<file path="src/rtl/hexline_pkg.sv">
package hexline_pkg;

    // Bits per character: start, eight data, stop.
    localparam int unsigned FRAME_BITS = 10;
    localparam int unsigned POS_W      = 4;

    localparam logic [7:0] CHAR_NEWLINE = 8'h0A;
    localparam logic [7:0] CHAR_RETURN  = 8'h0D;
    localparam logic [7:0] DIGIT_BASE   = 8'h30;
    localparam logic [7:0] LETTER_BASE  = 8'h37;   // 'A' - 10

    // Register set of the baud divider.
    typedef struct packed {
        logic [31:0] cnt;
        logic        tick;
    } div_state_t;

endpackage

</file>
<file path="src/rtl/baud_tick_gen.sv">
module baud_tick_gen
    import hexline_pkg::*;
#(
    parameter int unsigned CLK_HZ    = 100_000_000,
    parameter int unsigned BAUD_RATE = 115_200
) (
    input  logic clk_i,
    input  logic rst_i,
    output logic tick_o
);
    localparam int unsigned DIV = (CLK_HZ / BAUD_RATE > 1) ? CLK_HZ / BAUD_RATE : 2;
    localparam logic [31:0] LAST = 32'(DIV - 1);

    div_state_t st_d, st_q;

    always_comb begin
        st_d = st_q;
        if (st_q.cnt == LAST) begin
            st_d.cnt  = '0;
            st_d.tick = 1'b1;
        end else begin
            st_d.cnt  = st_q.cnt + 32'd1;
            st_d.tick = 1'b0;
        end
    end

    always_ff @(posedge clk_i) begin
        if (rst_i) st_q <= '0;
        else       st_q <= st_d;
    end

    assign tick_o = st_q.tick;


    cnt_in_range_chk: assert property (@(posedge clk_i) disable iff (rst_i)
        st_q.cnt <= LAST);

    tick_on_wrap_chk: assert property (@(posedge clk_i) disable iff (rst_i)
        st_q.tick |-> st_q.cnt == 32'd0);

endmodule

</file>
<file path="src/rtl/hex_char_sel.sv">
module hex_char_sel
    import hexline_pkg::*;
#(
    parameter int unsigned NIBBLES = 4,
    parameter int unsigned IDX_W   = 3
) (
    input  logic [4*NIBBLES-1:0] word_i,
    input  logic [IDX_W-1:0]     idx_i,
    output logic [7:0]           char_o
);
    logic [3:0] nib;

    always_comb begin
        nib = '0;
        for (int n = 0; n < NIBBLES; n++) begin
            if (int'(idx_i) == n) nib = word_i[4*(NIBBLES-1-n) +: 4];
        end
        if (int'(idx_i) < NIBBLES) begin
            if (nib < 4'd10) char_o = DIGIT_BASE  + {4'd0, nib};
            else             char_o = LETTER_BASE + {4'd0, nib};
        end else if (int'(idx_i) == NIBBLES) begin
            char_o = CHAR_NEWLINE;
        end else begin
            char_o = CHAR_RETURN;
        end
    end

endmodule

</file>
<file path="src/rtl/frame_bit_sel.sv">
module frame_bit_sel
    import hexline_pkg::*;
(
    input  logic [7:0]       char_i,
    input  logic [POS_W-1:0] pos_i,
    output logic             bit_o
);
    always_comb begin
        if (pos_i == '0)                          bit_o = 1'b0;
        else if (pos_i <= POS_W'(FRAME_BITS - 2)) bit_o = char_i[3'(pos_i - POS_W'(1))];
        else                                      bit_o = 1'b1;
    end

endmodule

</file>
<file path="src/rtl/hex_line_tx.sv">
module hex_line_tx
    import hexline_pkg::*;
#(
    parameter int unsigned CLK_HZ    = 100_000_000,
    parameter int unsigned BAUD_RATE = 115_200
) (
    input  logic        clk_i,
    input  logic        rst_i,
    input  logic [15:0] word_i,
    input  logic        load_i,
    output logic        busy_o,
    output logic        txd_o
);
    localparam int unsigned WORD_W    = 16;
    localparam int unsigned NIBBLES   = WORD_W / 4;
    localparam int unsigned LINE_LEN  = NIBBLES + 2;
    localparam int unsigned IDX_W     = $clog2(LINE_LEN);
    localparam logic [IDX_W-1:0] LAST_CHAR = IDX_W'(LINE_LEN - 1);
    localparam logic [POS_W-1:0] LAST_POS  = POS_W'(FRAME_BITS - 1);

    typedef struct packed {
        logic              active;
        logic              fin;
        logic [WORD_W-1:0] word;
        logic [IDX_W-1:0]  chr;
        logic [POS_W-1:0]  pos;
        logic              line;
    } seq_state_t;

    seq_state_t st_d, st_q;
    logic       tick;
    logic [7:0] cur_char;
    logic       cur_bit;

    baud_tick_gen #(.CLK_HZ(CLK_HZ), .BAUD_RATE(BAUD_RATE)) u_div (
        .clk_i (clk_i),
        .rst_i (rst_i),
        .tick_o(tick)
    );

    hex_char_sel #(.NIBBLES(NIBBLES), .IDX_W(IDX_W)) u_chr (
        .word_i(st_q.word),
        .idx_i (st_q.chr),
        .char_o(cur_char)
    );

    frame_bit_sel u_bit (
        .char_i(cur_char),
        .pos_i (st_q.pos),
        .bit_o (cur_bit)
    );

    always_comb begin
        st_d = st_q;
        if (!st_q.active) begin
            if (load_i) begin
                st_d.active = 1'b1;
                st_d.fin    = 1'b0;
                st_d.word   = word_i;
                st_d.chr    = '0;
                st_d.pos    = '0;
            end
        end else if (tick) begin
            if (st_q.fin) begin
                st_d.active = 1'b0;
            end else begin
                st_d.line = cur_bit;
                if (st_q.pos == LAST_POS) begin
                    st_d.pos = '0;
                    if (st_q.chr == LAST_CHAR) st_d.fin = 1'b1;
                    else                       st_d.chr = st_q.chr + IDX_W'(1);
                end else begin
                    st_d.pos = st_q.pos + POS_W'(1);
                end
            end
        end
    end

    always_ff @(posedge clk_i) begin
        if (rst_i) begin
            st_q      <= '0;
            st_q.line <= 1'b1;
        end else begin
            st_q <= st_d;
        end
    end

    assign busy_o = st_q.active;
    assign txd_o  = st_q.line;


    reset_state_chk: assert property (@(posedge clk_i)
        rst_i |=> (txd_o && !busy_o));

    idle_high_chk: assert property (@(posedge clk_i) disable iff (rst_i)
        !busy_o |-> txd_o);

    line_moves_on_tick_chk: assert property (@(posedge clk_i) disable iff (rst_i)
        !$stable(txd_o) |-> $past(tick));

    busy_rise_chk: assert property (@(posedge clk_i) disable iff (rst_i)
        (load_i && !busy_o) |=> busy_o);

    ignore_load_chk: assert property (@(posedge clk_i) disable iff (rst_i)
        (load_i && busy_o) |=> $stable(st_q.word));

endmodule

</file>
<file path="config.mk">
export PLATFORM = sky130hd
export DESIGN_NAME = hex_line_tx
export DESIGN_NICKNAME = d
export VERILOG_FILES = /design/src/rtl/hexline_pkg.sv /design/src/rtl/baud_tick_gen.sv /design/src/rtl/hex_char_sel.sv /design/src/rtl/frame_bit_sel.sv /design/src/rtl/hex_line_tx.sv
export SDC_FILE = /design/constraint.sdc
export NUM_CORES = 1
export LEC_CHECK = 0
export BUFFER_PORTS_ARGS = -buffer_cell sky130_fd_sc_hd__buf_2
export CAP_MARGIN = 15
export CORE_MARGIN = 2
export CORE_UTILIZATION = 60
export DETAILED_ROUTE_END_ITERATION = 7
export PLACE_DENSITY_LB_ADDON = 0.15
export SLEW_MARGIN = 20
export SYNTH_ARGS = -nofsm -noshare
export SYNTH_HDL_FRONTEND = slang
export SYNTH_SLANG_ARGS = --single-unit
</file>
<file path="constraint.sdc">
create_clock -name clk_i -period 4.4 [get_ports clk_i]
set_input_delay 0.22 -clock clk_i [delete_from_list [all_inputs] [get_ports clk_i]]
set_output_delay 0.22 -clock clk_i [all_outputs]
set_load 0.02 [all_outputs]
</file>
==> flow_metrics.py, run 1 <==
metrics = {
    "setup_path": {
        "cp_top_family": "compound AO/OA/AOI/OAI gates",
        "crit_required_ps": 4660,
        "reg2reg_to": "txd_o",
        "critical_path.reg2reg.startpoint": "st_q[7]",
        "worst_setup_path_end_kind": "register",
        "worst-endpoint-arrival_ps": 3020,
        "critical_path.slowest_cell": "sky130_fd_sc_hd__dfxtp_1",
        "crit_chain": "inv_1, ha_1, nor2_2, a32o_1, clkinv_1, ha_1, o21ai_0, nand4b_1, a311o_1, a41oi_1",
        "rr_worst_depth": 10,
        "flop_to_flop_setup_slack_ps": 1630,
        "critical_path_buf_inv_count": 2,
        "critical_path.startpoint_type": "register",
        "timing.critical_path.mode_cell": "sky130_fd_sc_hd__ha_1",
        "timing_worst_setup_path_type": "register to register",
        "largest_incremental_delay_on_the_critical_path_ps": 540,
        "worst-path-max-fanout": 11,
    },
    "clock_tree": {
        "cts-hold-fix-buffers": 0,
        "clock_sink_count": 59,
        "cts_tree": "built",
        "clkTransAtPathRegs_ps": 70,
        "cts_buffers": 9,
        "post_cts_resize_count": 0,
        "post_cts_buffers": 0,
        "clk_path_buf_depth": 2,
        "ctsRootBufferMaster": "sky130_fd_sc_hd__clkbuf_8",
        "worstSkewPairLatency_ps": 340,
        "htree_num_levels": 3,
    },
    "logic_synthesis": {
        "synth.cell_area_um2": 2950,
        "synthXorXnorAreaFrac_pct": 8.31,
        "synth-main-ff-cell": "sky130_fd_sc_hd__dfxtp_1",
        "synth_compound_area_share_pct": 13.8,
        "postSynthCellCount": 365,
        "syn-num-nets": 395,
        "synthSimpleGateAreaFrac_pct": 29.4,
        "yosys-mux-area-fraction_pct": 0,
        "arithmetic_cell_share_of_the_synthesized_area_counting_full_adders_half_adders_and_majority_gates_pct": 4.66,
        "avgSynthCellArea_um2": 8.08,
        "synth_edf_count": 0,
        "synth.ff_latch_count": 59,
        "synth_top_family_by_area": "simple AND/OR/NAND/NOR gates",
        "yosys_warnings": 0,
        "synth_cell_types": 53,
        "synth_sequential_area_ratio_pct": 40.0,
        "synth-async-reset-ratio_pct": 0,
    },
    "layout": {
        "synthToLayoutAreaGrowth_pct": 10.9,
        "drive_above_1_share_pct": 11.9,
        "diodes": 0,
        "final_cell_mix": "59 x sky130_fd_sc_hd__dfxtp_1, 57 x sky130_fd_sc_hd__nand2_1, 51 x sky130_fd_sc_hd__nor2_1",
        "leading_cell_type_in_the_layout_fill_and_taps_excluded": "sky130_fd_sc_hd__dfxtp_1",
        "nets": 411,
    },
    "drt": {
        "totalWireLength_um": 5810,
        "detailedRoute.firstIterationViolations": 118,
        "route.detailed.wl_per_inst_um": 12.8,
        "vias": 2452,
        "vias_per_cell": 5.41,
        "postRouteAntennaNets": 0,
        "first_pass_iters": 4,
        "drc": 0,
    },
    "pwr": {
        "power_per_cell_area_nw_per_um2": 337,
        "vdd_ir_drop_max_mv": 0.232,
        "combinationalPowerShare_pct": 5.4,
        "p_total_mw": 1.10,
        "power.net_switching_uw": 259,
        "clock_power_share_pct": 44.2,
        "switching_share_pct": 23.5,
        "power.share.sequential_pct": 50.4,
        "power_report.internal_total_uw": 843,
        "total_leakage_power_nw": 1.22,
    },
    "die": {
        "die-area_um2": 5490,
        "rows": 25,
        "io-pin-count": 21,
        "floorplan.core_area_um2": 4720,
        "initial_cell_density_of_the_core_pct": 62.5,
        "chipHeight_um": 74.1,
        "dieWidth_um": 74.1,
    },
    "timing": {
        "timing.setup.tns_ps": 0,
        "final.setup.worst_slack_ps": 1630,
        "relSlewSlack_pct": 55.1,
        "tightest_slew_ps": 674,
        "slew_viol_final": 0,
        "timing.hold.ws_ps": 111,
        "worst_clock_skew_ps": 9.46,
        "final_hold_vio_count": 0,
        "setup_repair_after_global_routing_missed_its_margin": "false",
        "achievable-frequency_mhz": 361,
        "final_setup_vio_count": 0,
        "fin_crit_sh_pct": 62.9,
        "final_period_minus_worst_setup_slack_ps": 2770,
    },
    "global_routing": {
        "grt_pass1_wl_um": 9750,
        "grt_util_met2_pct": 40.7,
        "first_global_vias": 2232,
        "grt_start_max_net_pins": 33,
        "grt_busiest_layer": "met2",
        "antenna_found_initial": 0,
        "grt_remaining_overflow": 0,
        "groute.usage.overall_pct": 23.1,
        "gr-usage-met3_pct": 6.91,
        "globalRouteMet1Util_pct": 26.5,
    },
    "hold_path": {
        "worst_hold_startpoint": "word_i[6]",
        "hold_path_depth": 3,
        "min_delay_worst_endpoint": "st_q[14]",
        "path_type_of_the_worst_min_delay_path": "input port to register",
    },
    "placement": {
        "gpl.final_weighted_congestion": 0.877,
        "place_ws_ps": 1630,
        "placement.io_buffers": 20,
        "dp_hpwl_um": 4040,
    },
    "run": {
        "timing.max_cap.violations": 0,
    },
    "status": {
        "status": "completed",
    },
}
==> metal layers <==
layer	vias up	wire length, um
met4	0	60
met3	6	142
li1	1295	-
met5	-	0
met1	1127	2660
met2	24	2950
==> synth_stat cells, types with 6 or more instances <==
cell	instances	area share, %
sky130_fd_sc_hd__clkbuf_1	12	1.5
sky130_fd_sc_hd__xnor2_1	12	3.6
sky130_fd_sc_hd__dfxtp_1	59	40
sky130_fd_sc_hd__inv_1	13	1.7
sky130_fd_sc_hd__a21oi_1	28	4.7
sky130_fd_sc_hd__nand4_1	8	1.7
sky130_fd_sc_hd__and3_1	6	1.3
sky130_fd_sc_hd__nor2_1	51	6.5
sky130_fd_sc_hd__nand3_1	19	3.2
sky130_fd_sc_hd__o21ai_0	8	1.4
sky130_fd_sc_hd__xor2_1	16	4.7
sky130_fd_sc_hd__ha_1	11	4.7
sky130_fd_sc_hd__nand2_1	57	7.3
==> power by group through the flow <==
stage	combinational (mW)	clock [mW]	sequential, mW
final	0.0591	0.487	0.556
after floorplan	0.0434	0	0.565
after CTS	0.0602	0.495	0.556
after global routing	0.0680	0.518	0.557
after detailed placement	0.0600	0	0.567
after global placement	0.0587	0	0.567
==> worst register-to-register path: stages, from the launching register on <==
cell and delay (ps):
sky130_fd_sc_hd__dfxtp_1 540, sky130_fd_sc_hd__inv_1 150, sky130_fd_sc_hd__ha_1 320, sky130_fd_sc_hd__nor2_2 240, sky130_fd_sc_hd__a32o_1 250, sky130_fd_sc_hd__clkinv_1 140
sky130_fd_sc_hd__ha_1 260, sky130_fd_sc_hd__o21ai_0 180, sky130_fd_sc_hd__nand4b_1 110, sky130_fd_sc_hd__a311o_1 290, sky130_fd_sc_hd__a41oi_1 190
==> final cells by class <==
type	count	area (um2)
Clock buffer	11	141
Clock inverter	5	52.6
Fill cell	398	1450
Inverter	14	52.6
Multi-Input combinational cell	277	1660
Sequential cell	59	1180
Tap cell	67	83.8
Timing Repair Buffer	20	100
==> registers in the layout, indices dropped and copies added (netlist names) <==
name	count
st_q	24
busy_o	1
u_div.tick_o	1
u_div.st_q	32
txd_o	1
==> kinds of logic after synthesis <==
| group | Yosys count |
|---|---|
| compound gates | 60 |
| xor+xnor | 28 |
| flops | 59 |
| simple gates | 178 |
| fa+ha+maj | 11 |
| buf+inv | 29 |
==> worst max path at each step <==
| stage | end | from | slack (ps) | depth (start not counted) |
|---|---|---|---|---|
| floorplan | txd_o | st_q[7] | 1850 | 11 |
| global placement | txd_o | st_q[7] | 1740 | 10 |
| detailed placement | txd_o | st_q[7] | 1630 | 10 |
| CTS | txd_o | st_q[7] | 1610 | 10 |
| global route | txd_o | st_q[7] | 1400 | 10 |
| finish | txd_o | st_q[7] | 1630 | 10 |
==> through the flow <==
| step | cell area, um2 | util [%] | std cells |
|---|---|---|---|
| 5_1_grt | 3270 | 69.2 | 453 |
| 2_1_floorplan | 2950 | - | 365 |
| 3_5_place_dp | 3080 | 65.1 | 437 |
| 4_1_cts | 3270 | 69.2 | 453 |
| 6_report | 3270 | 69.2 | 453 |
| 3_3_place_gp | 3070 | 65.1 | 437 |
No activity file was read; power rests on OpenSTA's default activity.
==> run 2, diff against run 1 <==
- CORE_UTILIZATION: 60 -> 54
- clock period: 4.4 -> 2.35 ns (I/O delays scaled with it)
==> run 2 against run 1 <==
Die area rose by 11%. Highest routed layer unchanged. First-iteration DRC count is 28% lower. Global-route usage shrank 0.89 points. Critical endpoint unchanged. Critical path depth grew 1. Power rose by 100%. Hold slack lost 95 ps. Utilization down 0.47 points. Register-to-register slack worse by 1600 ps. Clock-buffer cell count grew 1. Combinational power is 130% higher. Final cell count rose by 4.9%. Sequential share of layout area shrank 3.0 points.
==> flow_metrics.py, run 2 (synthesis results as in run 1) <==
metrics = {
    "status": {
        "status": "completed",
    },
    "run": {
        "timing.max_cap.violations": 0,
    },
    "global_routing": {
        "groute.usage.overall_pct": 22.2,
        "grt_pass1_wl_um": 10700,
        "grt_start_max_net_pins": 33,
        "grt_util_met2_pct": 39.5,
        "globalRouteMet1Util_pct": 23.7,
        "grt_remaining_overflow": 0,
        "grt_busiest_layer": "met2",
        "gr-usage-met3_pct": 6.05,
        "antenna_found_initial": 0,
        "first_global_vias": 2558,
    },
    "clock_tree": {
        "worstSkewPairLatency_ps": 330,
        "clkTransAtPathRegs_ps": 60,
        "ctsRootBufferMaster": "sky130_fd_sc_hd__clkbuf_8",
        "cts_tree": "built",
        "cts_buffers": 9,
        "clock_sink_count": 59,
        "cts-hold-fix-buffers": 0,
        "clk_path_buf_depth": 2,
        "htree_num_levels": 3,
    },
    "pwr": {
        "total_leakage_power_nw": 1.37,
        "vdd_ir_drop_max_mv": 0.394,
        "power_per_cell_area_nw_per_um2": 620,
    },
    "setup_path": {
        "critical_path.slowest_cell": "sky130_fd_sc_hd__dfxtp_4",
        "worst_setup_path_end_kind": "register",
        "worst-path-max-fanout": 4,
        "largest_incremental_delay_on_the_critical_path_ps": 360,
        "crit_chain": "inv_2, ha_2, nor2b_4, a221o_1, a32o_2, inv_4, ha_4, a211o_1, o211ai_1, o32ai_2, a41oi_2",
        "crit_required_ps": 2550,
        "worst-endpoint-arrival_ps": 2510,
        "critical_path.startpoint_type": "register",
        "timing_worst_setup_path_type": "register to register",
    },
    "layout": {
        "synthToLayoutAreaGrowth_pct": 21.3,
        "largest_register_ffs": 32,
        "nets": 430,
        "reg.largest.list": "u_div.st_q (32), st_q (24)",
        "final_cell_mix": "57 x sky130_fd_sc_hd__nand2_1, 57 x sky130_fd_sc_hd__dfxtp_1, 51 x sky130_fd_sc_hd__nor2_1",
        "largest-register": "u_div.st_q",
        "layoutNonFillerInstCount": 475,
        "drive_above_1_share_pct": 20.0,
        "diodes": 0,
    },
    "timing": {
        "final.setup.worst_slack_ps": 47.8,
        "worst_clock_skew_ps": 5.99,
        "final_hold_vio_count": 0,
        "achievable-frequency_mhz": 434,
        "fin_crit_sh_pct": 98.0,
        "relSlewSlack_pct": 65.4,
        "final_period_minus_worst_setup_slack_ps": 2300,
        "timing.hold.ws_ps": 16.5,
        "final_setup_vio_count": 0,
        "slew_viol_final": 0,
        "tightest_slew_ps": 520,
    },
    "placement": {
        "gpl.final_weighted_congestion": 0.878,
        "place_ws_ps": -83.0,
        "placement.io_buffers": 20,
        "dp_hpwl_um": 4260,
        "place.detailed.instances": 457,
    },
    "drt": {
        "route.detailed.wl_per_inst_um": 13.4,
        "totalWireLength_um": 6370,
        "drc": 0,
        "vias_per_cell": 5.55,
        "first_pass_iters": 4,
        "postRouteAntennaNets": 0,
        "detailedRoute.firstIterationViolations": 85,
        "vias": 2634,
    },
    "die": {
        "die-area_um2": 6070,
        "chipHeight_um": 77.9,
        "initial_cell_density_of_the_core_pct": 56.7,
        "io-pin-count": 21,
        "dieWidth_um": 77.9,
        "rows": 26,
        "floorplan.core_area_um2": 5200,
    },
    "hold_path": {
        "path_type_of_the_worst_min_delay_path": "input port to register",
    },
}
[run 2: critical path, delay by kind of cell, from the launching register on]
kind                     cells  cell delay, ps
adder cells (fa/ha/maj)      2             300
AND/OR/NAND/NOR              1             130
flip-flops                   1             360
AO/OA/AOI/OAI                6            1270
buffers and inverters        2             110
[run 2: worst paths after layout]
kind | start | to | slack [ps] | depth (start not counted)
worst min register to register | st_q[15] | st_q[15] | 460 | 2
worst min-delay path | word_i[4] | st_q[12] | 20 | 3
worst max register to register | st_q[5] | txd_o | 50 | 11
worst max-delay path | st_q[5] | txd_o | 50 | 11
[run 2: area by class of cell]
type | count | area [um2]
Fill cell | 419 | 1630
Timing Repair Buffer | 39 | 259
Clock buffer | 12 | 155
Inverter | 14 | 55.1
Tap cell | 70 | 87.6
Clock inverter | 4 | 72.6
Sequential cell | 59 | 1190
Multi-Input combinational cell | 277 | 1760
[run 2: layer usage]
metal / up-vias / share of wire (%)
li1: 1331 / -
met1: 1226 / 43
met2: 57 / 50
met3: 20 / 3.7
met4: 0 / 3.0
met5: - / 0
[run 2: timing repair]
item | 4_1_cts | 5_1_grt
pin swaps | 5 | 9
setup buffers | 0 | 2
gates resized for setup | 8 | 20
setup endpoints to repair | 1 | 1
hold endpoints to repair | 0 | 0
[run 2: metrics by stage]
step | TNS (ps) | instance area, um2 | power (mW) | util [%]
6_report | 0 | 3580 | 2.22 | 68.8
5_1_grt | -32.1 | 3580 | 2.30 | 68.8
4_1_cts | 0 | 3480 | 2.23 | 66.8
3_5_place_dp | -83.0 | 3230 | 1.19 | 62.0
3_3_place_gp | 0 | 3230 | 1.18 | 62.0
2_1_floorplan | 0 | 2960 | 1.14 | -
[run 2: power breakdown]
group | leakage, nW | switching (mW) | internal, mW
registers | 0.480 | 0.0182 | 1.02
clock network | 0.113 | 0.386 | 0.653
logic | 0.773 | 0.0782 | 0.0602
total | 1.37 | 0.483 | 1.74
